### config.mk
export PLATFORM = sky130hd
export DESIGN_NAME = psk_subcarrier_mod
export DESIGN_NICKNAME = d
export VERILOG_FILES = /design/src/rtl/psk_pkg.sv /design/src/rtl/psk_cfg_check.sv /design/src/rtl/psk_bit_seq.sv /design/src/rtl/psk_level_gen.sv /design/src/rtl/psk_subcarrier_mod.sv
export SDC_FILE = /design/constraint.sdc
export NUM_CORES = 1
export LEC_CHECK = 0
export BUFFER_PORTS_ARGS = -buffer_cell sky130_fd_sc_hd__clkbuf_2
export CAP_MARGIN = 20
export CORE_UTILIZATION = 61
export CTS_BUF_LIST = sky130_fd_sc_hd__clkbuf_8
export DETAILED_ROUTE_END_ITERATION = 16
export GPL_ROUTABILITY_DRIVEN = 0
export HOLD_SLACK_MARGIN = 0.06
export MAX_ROUTING_LAYER = met4
export PLACE_DENSITY_LB_ADDON = 0.08
export SLEW_MARGIN = 30
export SYNTH_ARGS = -nofsm -noshare
export SYNTH_HDL_FRONTEND = slang
export SYNTH_SLANG_ARGS = --single-unit
### constraint.sdc
create_clock -name clk -period 5.65 [get_ports clk]
set_input_delay 1.13 -clock clk [delete_from_list [all_inputs] [get_ports clk]]
set_output_delay 1.13 -clock clk [all_outputs]
set_load 0.01 [all_outputs]
### src/rtl/psk_pkg.sv
package psk_pkg;
  // Width of the carrier-period field
  localparam int PSK_CAR_W   = 4;
  // Largest carrier period is 2**PSK_MAX_LOG samples
  localparam int PSK_MAX_LOG = 3;

  // Second half of a carrier wave when the position reaches half the period
  function automatic logic in_second_half(input logic [PSK_CAR_W-1:0] pos,
                                          input logic [PSK_CAR_W-1:0] half);
    return (pos >= half);
  endfunction
endpackage

### src/rtl/psk_cfg_check.sv
module psk_cfg_check #(
  parameter int CNT_W   = 8,
  parameter int CAR_W   = psk_pkg::PSK_CAR_W,
  parameter int MAX_LOG = psk_pkg::PSK_MAX_LOG
) (
  input  logic [CAR_W-1:0] carrier_len,
  input  logic [CNT_W-1:0] bit_len,
  output logic             cfg_err
);
  logic [MAX_LOG:1] car_hit;
  logic [CAR_W-1:0] car_mask;
  logic             car_ok;
  logic             mult_ok;
  logic             len_ok;

  // One comparator per legal period 2, 4, ... 2**MAX_LOG
  for (genvar g = 1; g <= MAX_LOG; g++) begin : g_car
    assign car_hit[g] = (carrier_len == CAR_W'(1 << g));
  end

  assign car_ok   = |car_hit;
  assign car_mask = carrier_len - CAR_W'(1);

  always_comb begin
    mult_ok = ((bit_len & CNT_W'(car_mask)) == '0);
    len_ok  = (bit_len != '0);
    cfg_err = ~(car_ok & mult_ok & len_ok);
  end
endmodule

### src/rtl/psk_bit_seq.sv
module psk_bit_seq #(
  parameter int CNT_W = 8,
  parameter int CAR_W = psk_pkg::PSK_CAR_W
) (
  input  logic             clk,
  input  logic             rst_n,
  input  logic             fc_strobe,
  input  logic             accept,
  input  logic             frame_clr,
  input  logic             eff_bit,
  input  logic [CAR_W-1:0] carrier_len,
  input  logic [CNT_W-1:0] bit_len,
  output logic             busy,
  output logic [CAR_W-1:0] wave_pos,
  output logic [CAR_W-1:0] half_len,
  output logic             phase
);
  logic [CNT_W-1:0] rem_q, rem_d;
  logic [CAR_W-1:0] pos_q, pos_d;
  logic [CAR_W-1:0] car_q, car_d;
  logic             ph_q, ph_d;
  logic             ph_base;
  logic             reverse;
  logic             seq_en;

  assign busy     = (rem_q != '0);
  assign wave_pos = pos_q;
  assign half_len = car_q >> 1;
  assign phase    = ph_q;

  // Next-state logic
  always_comb begin
    rem_d   = rem_q;
    pos_d   = pos_q;
    car_d   = car_q;
    // A frame clear only counts between bits
    ph_base = (frame_clr && !busy) ? 1'b0 : ph_q;
    reverse = 1'b0;
    ph_d    = ph_base;
    if (accept) begin
      rem_d   = bit_len - CNT_W'(1);
      car_d   = carrier_len;
      pos_d   = CAR_W'(1) & (carrier_len - CAR_W'(1));
      reverse = eff_bit ^ ph_base;
      ph_d    = reverse ? ~ph_base : ph_base;
    end else if (fc_strobe && busy) begin
      rem_d = rem_q - CNT_W'(1);
      pos_d = (pos_q + CAR_W'(1)) & (car_q - CAR_W'(1));
    end
    seq_en = accept | (fc_strobe & busy) | frame_clr;
  end

  // State registers
  always_ff @(posedge clk or negedge rst_n) begin
    if (!rst_n) begin
      rem_q <= '0;
      pos_q <= '0;
      car_q <= CAR_W'(2);
      ph_q  <= 1'b0;
    end else if (seq_en) begin
      rem_q <= rem_d;
      pos_q <= pos_d;
      car_q <= car_d;
      ph_q  <= ph_d;
    end
  end
endmodule

### src/rtl/psk_level_gen.sv
module psk_level_gen #(
  parameter int CAR_W = psk_pkg::PSK_CAR_W
) (
  input  logic             clk,
  input  logic             rst_n,
  input  logic             fc_strobe,
  input  logic             accept,
  input  logic             eff_bit,
  input  logic             busy,
  input  logic [CAR_W-1:0] wave_pos,
  input  logic [CAR_W-1:0] half_len,
  input  logic             phase,
  output logic             level
);
  logic lvl_q, lvl_d;

  assign level = lvl_q;

  // Sample selection
  always_comb begin
    if (accept) begin
      // First sample of a bit: first half of a wave at the new phase
      lvl_d = eff_bit;
    end else if (busy) begin
      lvl_d = phase ^ psk_pkg::in_second_half(wave_pos, half_len);
    end else begin
      lvl_d = 1'b0;
    end
  end

  // Output register, enabled by the field strobe
  always_ff @(posedge clk or negedge rst_n) begin
    if (!rst_n) begin
      lvl_q <= 1'b0;
    end else if (fc_strobe) begin
      lvl_q <= lvl_d;
    end
  end
endmodule

### src/rtl/psk_subcarrier_mod.sv
module psk_subcarrier_mod #(
  parameter int CNT_W = 8,
  parameter int CAR_W = psk_pkg::PSK_CAR_W
) (
  input  logic             clk,
  input  logic             rst_n,
  input  logic             fc_strobe,
  input  logic             frame_clr,
  input  logic             bit_valid,
  output logic             bit_ready,
  input  logic             bit_data,
  input  logic             bit_invert,
  input  logic [CAR_W-1:0] carrier_len,
  input  logic [CNT_W-1:0] bit_len,
  output logic             mod_level,
  output logic             cur_phase,
  output logic             cfg_err
);
  logic             seq_busy;
  logic             accept;
  logic             eff_bit;
  logic [CAR_W-1:0] wave_pos;
  logic [CAR_W-1:0] half_len;

  assign eff_bit   = bit_data ^ bit_invert;
  assign bit_ready = fc_strobe & ~seq_busy & ~cfg_err;
  assign accept    = bit_valid & bit_ready;

  psk_cfg_check #(
    .CNT_W(CNT_W),
    .CAR_W(CAR_W)
  ) u_cfg (
    .carrier_len(carrier_len),
    .bit_len    (bit_len),
    .cfg_err    (cfg_err)
  );

  psk_bit_seq #(
    .CNT_W(CNT_W),
    .CAR_W(CAR_W)
  ) u_seq (
    .clk        (clk),
    .rst_n      (rst_n),
    .fc_strobe  (fc_strobe),
    .accept     (accept),
    .frame_clr  (frame_clr),
    .eff_bit    (eff_bit),
    .carrier_len(carrier_len),
    .bit_len    (bit_len),
    .busy       (seq_busy),
    .wave_pos   (wave_pos),
    .half_len   (half_len),
    .phase      (cur_phase)
  );

  psk_level_gen #(
    .CAR_W(CAR_W)
  ) u_lvl (
    .clk      (clk),
    .rst_n    (rst_n),
    .fc_strobe(fc_strobe),
    .accept   (accept),
    .eff_bit  (eff_bit),
    .busy     (seq_busy),
    .wave_pos (wave_pos),
    .half_len (half_len),
    .phase    (cur_phase),
    .level    (mod_level)
  );
endmodule

# Yosys cells after proc, flatten, opt, wreduce, memory -nomap -nowiden
# Index checks and enable logic that the tools add are counted.
[op_classes]
add_sub_neg = 5
n_lt_le_gt_ge = 1
eq_ne = 3
mux = 9
bitwise_logic = 16
reduce_logical = 10
[op_table]
columns = ["op", "n"]
rows = [
  ["$mux 8", 2],
  ["$reduce_bool 8->1", 2],
  ["$sub 8x1->8 const B", 2],
  ["$and 8x4->8", 1],
  ["$logic_not 8->1", 1],
  ["$mux 4", 2],
  ["$sub 4x1->4 const B", 2],
  ["$and 1x1->1", 6],
  ["$mux 1", 5],
  ["$add 4x1->4 const B", 1],
  ["$and 4x4->4", 1],
  ["$eq 4x2->1 const B", 1],
  ["$eq 4x3->1 const B", 1],
  ["$eq 4x4->1 const B", 1],
  ["$ge 4x3->1", 1],
  ["$reduce_and 2->1", 2],
  ["$not 1->1", 3],
  ["$reduce_or 3->1", 1],
  ["$xor 1x1->1", 3],
  ["$logic_and 1x1->1", 2],
  ["$or 1x1->1", 2],
  ["$reduce_bool 2->1", 1],
  ["$logic_not 1->1", 1],
]
[word_totals]
reg_bits = 18
input_bits = 19
out_inout_bits = 4
elab_cells = 49

# Longest topological paths before layout
[depth]
ltp_word = 10
depth_mapped = 13
depth_no_buf = 12

# Cells and area by module
# Synthesis repeated with hierarchy kept, for this count alone.
[hier_totals]
cells_unflattened = 164
area_unflattened_um2 = 1452.6
[by_module_without_submodules]
columns = ["module", "instances", "cells_each", "area_each_um2", "seq_area_each_um2"]
rows = [
  ["psk_bit_seq", 1, 117, 1101.1, 426.7],
  ["psk_level_gen", 1, 25, 180.2, 25.0],
  ["psk_cfg_check", 1, 19, 142.6, 0.0],
  ["psk_subcarrier_mod", 1, 3, 28.8, 0.0],
]

# Worst setup path before layout
# Ideal clock, no wire load.
[synth_path]
path_type = "input-to-reg"
startpoint = "in bit_len[0]"
endpoint = "reg u_seq.rem_q[6]"
setup_ps = 118
arrival_ps = 3710
t_required_ps = 5532
setup_slack_ps = 1822
stages = 11
path_buffers = 1
cell_sequence = "or4_1 -> nor4_1 -> a2111oi_4 -> buf_6 -> a21oi_1 -> ha_1 -> nor3b_1 -> nand2_1 -> o21ai_0 -> o31ai_1 -> a21o_1"
[synth_via]
elab_chain_len = 9
elab_cells_between_ends = 13
cone_classes = "add/sub (1); mux (1); bitwise (7); reduce/logical (4)"
[synth_lines]
columns = ["element", "line", "text"]
rows = [
  ["start, declared", "psk_subcarrier_mod.sv:14", "input logic [CNT_W-1:0] bit_len,"],
  ["$and 8x4->8", "psk_cfg_check.sv:25", "mult_ok = ((bit_len & CNT_W'(car_mask)) == '0);"],
  ["$logic_not 8->1", "psk_cfg_check.sv:25", ""],
  ["$and 1x1->1 (2 in series)", "psk_cfg_check.sv:27", "cfg_err = ~(car_ok & mult_ok & len_ok);"],
  ["$and 1x1->1", "psk_subcarrier_mod.sv:26", "assign bit_ready = fc_strobe & ~seq_busy & ~cfg_err;"],
  ["$and 1x1->1", "psk_subcarrier_mod.sv:27", "assign accept = bit_valid & bit_ready;"],
  ["$or 1x1->1 (2 in series)", "psk_bit_seq.sv:50", "seq_en = accept | (fc_strobe & busy) | frame_clr;"],
  ["$reduce_and 2->1 (no line)", "-", ""],
  ["end signal, assigned", "psk_bit_seq.sv:61", "rem_q <= rem_d;"],
  ["end, declared", "psk_bit_seq.sv:18", "logic [CNT_W-1:0] rem_q, rem_d;"],
]
# Several ways; a longest one is shown, not always the timed one.
# A chain may end at the register's enable or synchronous reset.

# Worst setup path in the final report
[layout_path]
startpoint = "in bit_len[2]"
endpoint = "reg u_seq.rem_q[6]"
# The elaborated chain is that of the path after synthesis.

==> summary.txt <==
Die
  • Initial Util: 66.6%
  • Die Height: 49 um
  • CORE AREA: 0.00202 mm2
  • Site row count: 16
  • I/O pins: 23
  • Die Area: 0.00240 mm2
  • Die W: 49 um

Setup path
  • CP required: 5800 ps
  • WS Path Type: in2reg
  • Crit-path max FO: 14
  • Crit. End Element: register
  • Worst setup SP type: input port
  • R2R depth: 10
  • CP arrival: 4440 ps

Route
  • Met3 wire len: 278 um
  • Post-route DRC: 0
  • Routed length on met2: 1.47 mm
  • Post-route ant nets: 0
  • Vias: 1346
  • Pre-antenna DRT Iters: 4
  • DR top layer: met4
  • Number of DRC markers in iteration 0: 78
  • Via density per instance: 6.50
  • Post-Route WL: 3.29 mm
  • Wire per inst: 15.9 um
  • Post-Route M1 WL: 1.51 mm

Synthesis
  • Synth Instances: 157
  • Mapped Nets: 185
  • Main synth FF type: dfrtp_1
  • Mean Syn Cell Area: 8.58 um2
  • Seq/Total Area, Yosys: 33.5%
  • Area of the mapped netlist: 0.00135 mm2
  • Post-synth cell types: 46
  • Flops & latches, synth: 18
  • EDFF count, synth: 0
  • YS warnings: 0
  • FFs w/ async S/R, synth: 100%

Global route
  • Largest net degree at the start of global routing: 19
  • Grt total ovfl: 0
  • Total track usage: 30.4%
  • Initial antenna violation count: 0
  • First-pass GRT wire length: 5.53 mm
  • Vias in the first global route: 1223

Clock network
  • Sink Count: 18
  • Hold-fix buffers, CTS: 0
  • Clock buffer depth: 2
  • H-Tree Depth: 1
  • Reg clk slew, reported paths: 70 ps
  • Worst-Skew Late Latency: 250 ps
  • # resized after CTS: 0
  • Post-CTS Setup Bufs: 0
  • TritonCTS Buffers: 3
  • Clk root buf: clkbuf_8
  • CTS tree: yes

Run status
  • Status: complete, no violations

Finish
  • Final net count: 209
  • Most frequent cells in the layout: clkbuf_2, dfrtp_1, nand2_1
  • Commonest non-fill, non-tap cell in the layout: clkbuf_2
  • Layout cells sized above 1: 18.3%
  • Area grow syn2layout: 13.8%
  • Antenna cell count: 0
  • Final Core Density: 75.9%

STA
  • Fin crit period: 4290 ps
  • Slew margin rel.: 40.0%
  • Fin. max-slew vios: 0
  • Setup_tns: 0 ps
  • Worst-margin pin slew: 900 ps
  • RSZ-0062 raised after global routing: no
  • Final Cycle Share: 75.9%
  • Setup-failing EPs final: 0
  • Final Skew: 2.77 ps
  • Final Hold Slack: 515 ps
  • Fin. Hold Viols: 0
  • Fmax: 233 MHz

Power and ir drop
  • Max VDD drop: 0.227 mV
  • Pleak: 0.665 nW
  • Pwr/cell area: 299 mW/mm2

Placement
  • Post-DP HPWL: 2.33 mm
  • Port Buffer Count: 22

Hold path
  • Worst Hold Class: reg2reg
  • Hold path depth: 2

Job
  • Max-cap violation count: 0
-- registers in the layout, indices dropped and copies added, names as in the netlist --
signal          cells
u_seq.car_q         4
u_lvl.level         1
u_seq.phase         1
u_seq.wave_pos      4
u_seq.rem_q         8
-- metal layers --
metal	global-route usage (%)	vias up
met5	-	-
met2	46.8	80
met4	9.31	0
met1	41.7	631
li1	-	628
met3	4.05	7
-- cell usage after synthesis, types with 4 or more instances --
cell type / number / area (um2)
ha_1: 9 / 113
or4_1: 4 / 30.0
nor3_1: 5 / 25.0
o21ai_0: 11 / 55.1
nand2b_1: 4 / 25.0
dfrtp_1: 17 / 425
nor2_1: 14 / 52.6
inv_1: 12 / 45.0
a21oi_1: 9 / 45.0
nand2_1: 15 / 56.3
-- path summary, 6_finish.rpt --
kind	from	end	slack, ps
worst max-delay path	bit_len[2]	u_seq.rem_q[6]	1360
worst min-delay path	u_seq.car_q[1]	u_seq.car_q[1]	520
worst max register to register	u_seq.rem_q[3]	u_seq.rem_q[6]	1940
worst min register to register	u_seq.car_q[1]	u_seq.car_q[1]	520
max in group asynchronous	rst_n	u_seq.car_q[1]	4490
min in group asynchronous	rst_n	u_seq.wave_pos[3]	810
-- report_power, final --
part           switching (W)  total, W  internal (W)
Combinational      0.0000859  0.000152     0.0000658
Sequential         0.0000384  0.000199      0.000160
Clock              0.0000459  0.000108     0.0000619
Total               0.000170  0.000458      0.000288
-- through the flow --
stage	cells	power, W	setup WS, ps	area [um2]
after detailed placement	203	0.000343	1410	1470
final	207	0.000458	1360	1530
after global routing	207	0.000485	1160	1530
after CTS	207	0.000451	1530	1530
after floorplan	157	0.000297	1820	1350
after global placement	203	0.000334	1610	1470
-- cell type report --
cell class	count	area (um2)
Tap cell	27	33.8
Sequential cell	18	452
Multi-Input combinational cell	124	838
Timing Repair Buffer	22	110
Fill cell	156	488
Clock buffer	4	55.1
Inverter	12	45.0
-- cells by family (layout without fill, tap and decap cells) --
| group | Yosys count | count (layout) | share of synthesized area (%) |
|---|---|---|---|
| adders and majority gates | 9 | 9 | 8.36 |
| muxes | 2 | 2 | 1.49 |
| and+or+nand+nor | 63 | 63 | 24.9 |
| buffers and inverters | 15 | 38 | 4.92 |
| DFF | 18 | 18 | 33.5 |
| xor gates and xnor gates | 4 | 4 | 2.60 |
| AOI/OAI and AO/OA | 46 | 46 | 24.2 |
-- worst max-delay path, stage by stage --
cell and delay (ps):
clkbuf_2 140, or4_1 560, nor4_1 760, a2111oi_4 210, a21oi_1 220, ha_1 240, nor3b_1 520, nand2_1 180
o21ai_0 200, o31ai_1 90, a21o_1 180
No activity file was read; power rests on OpenSTA's default activity.
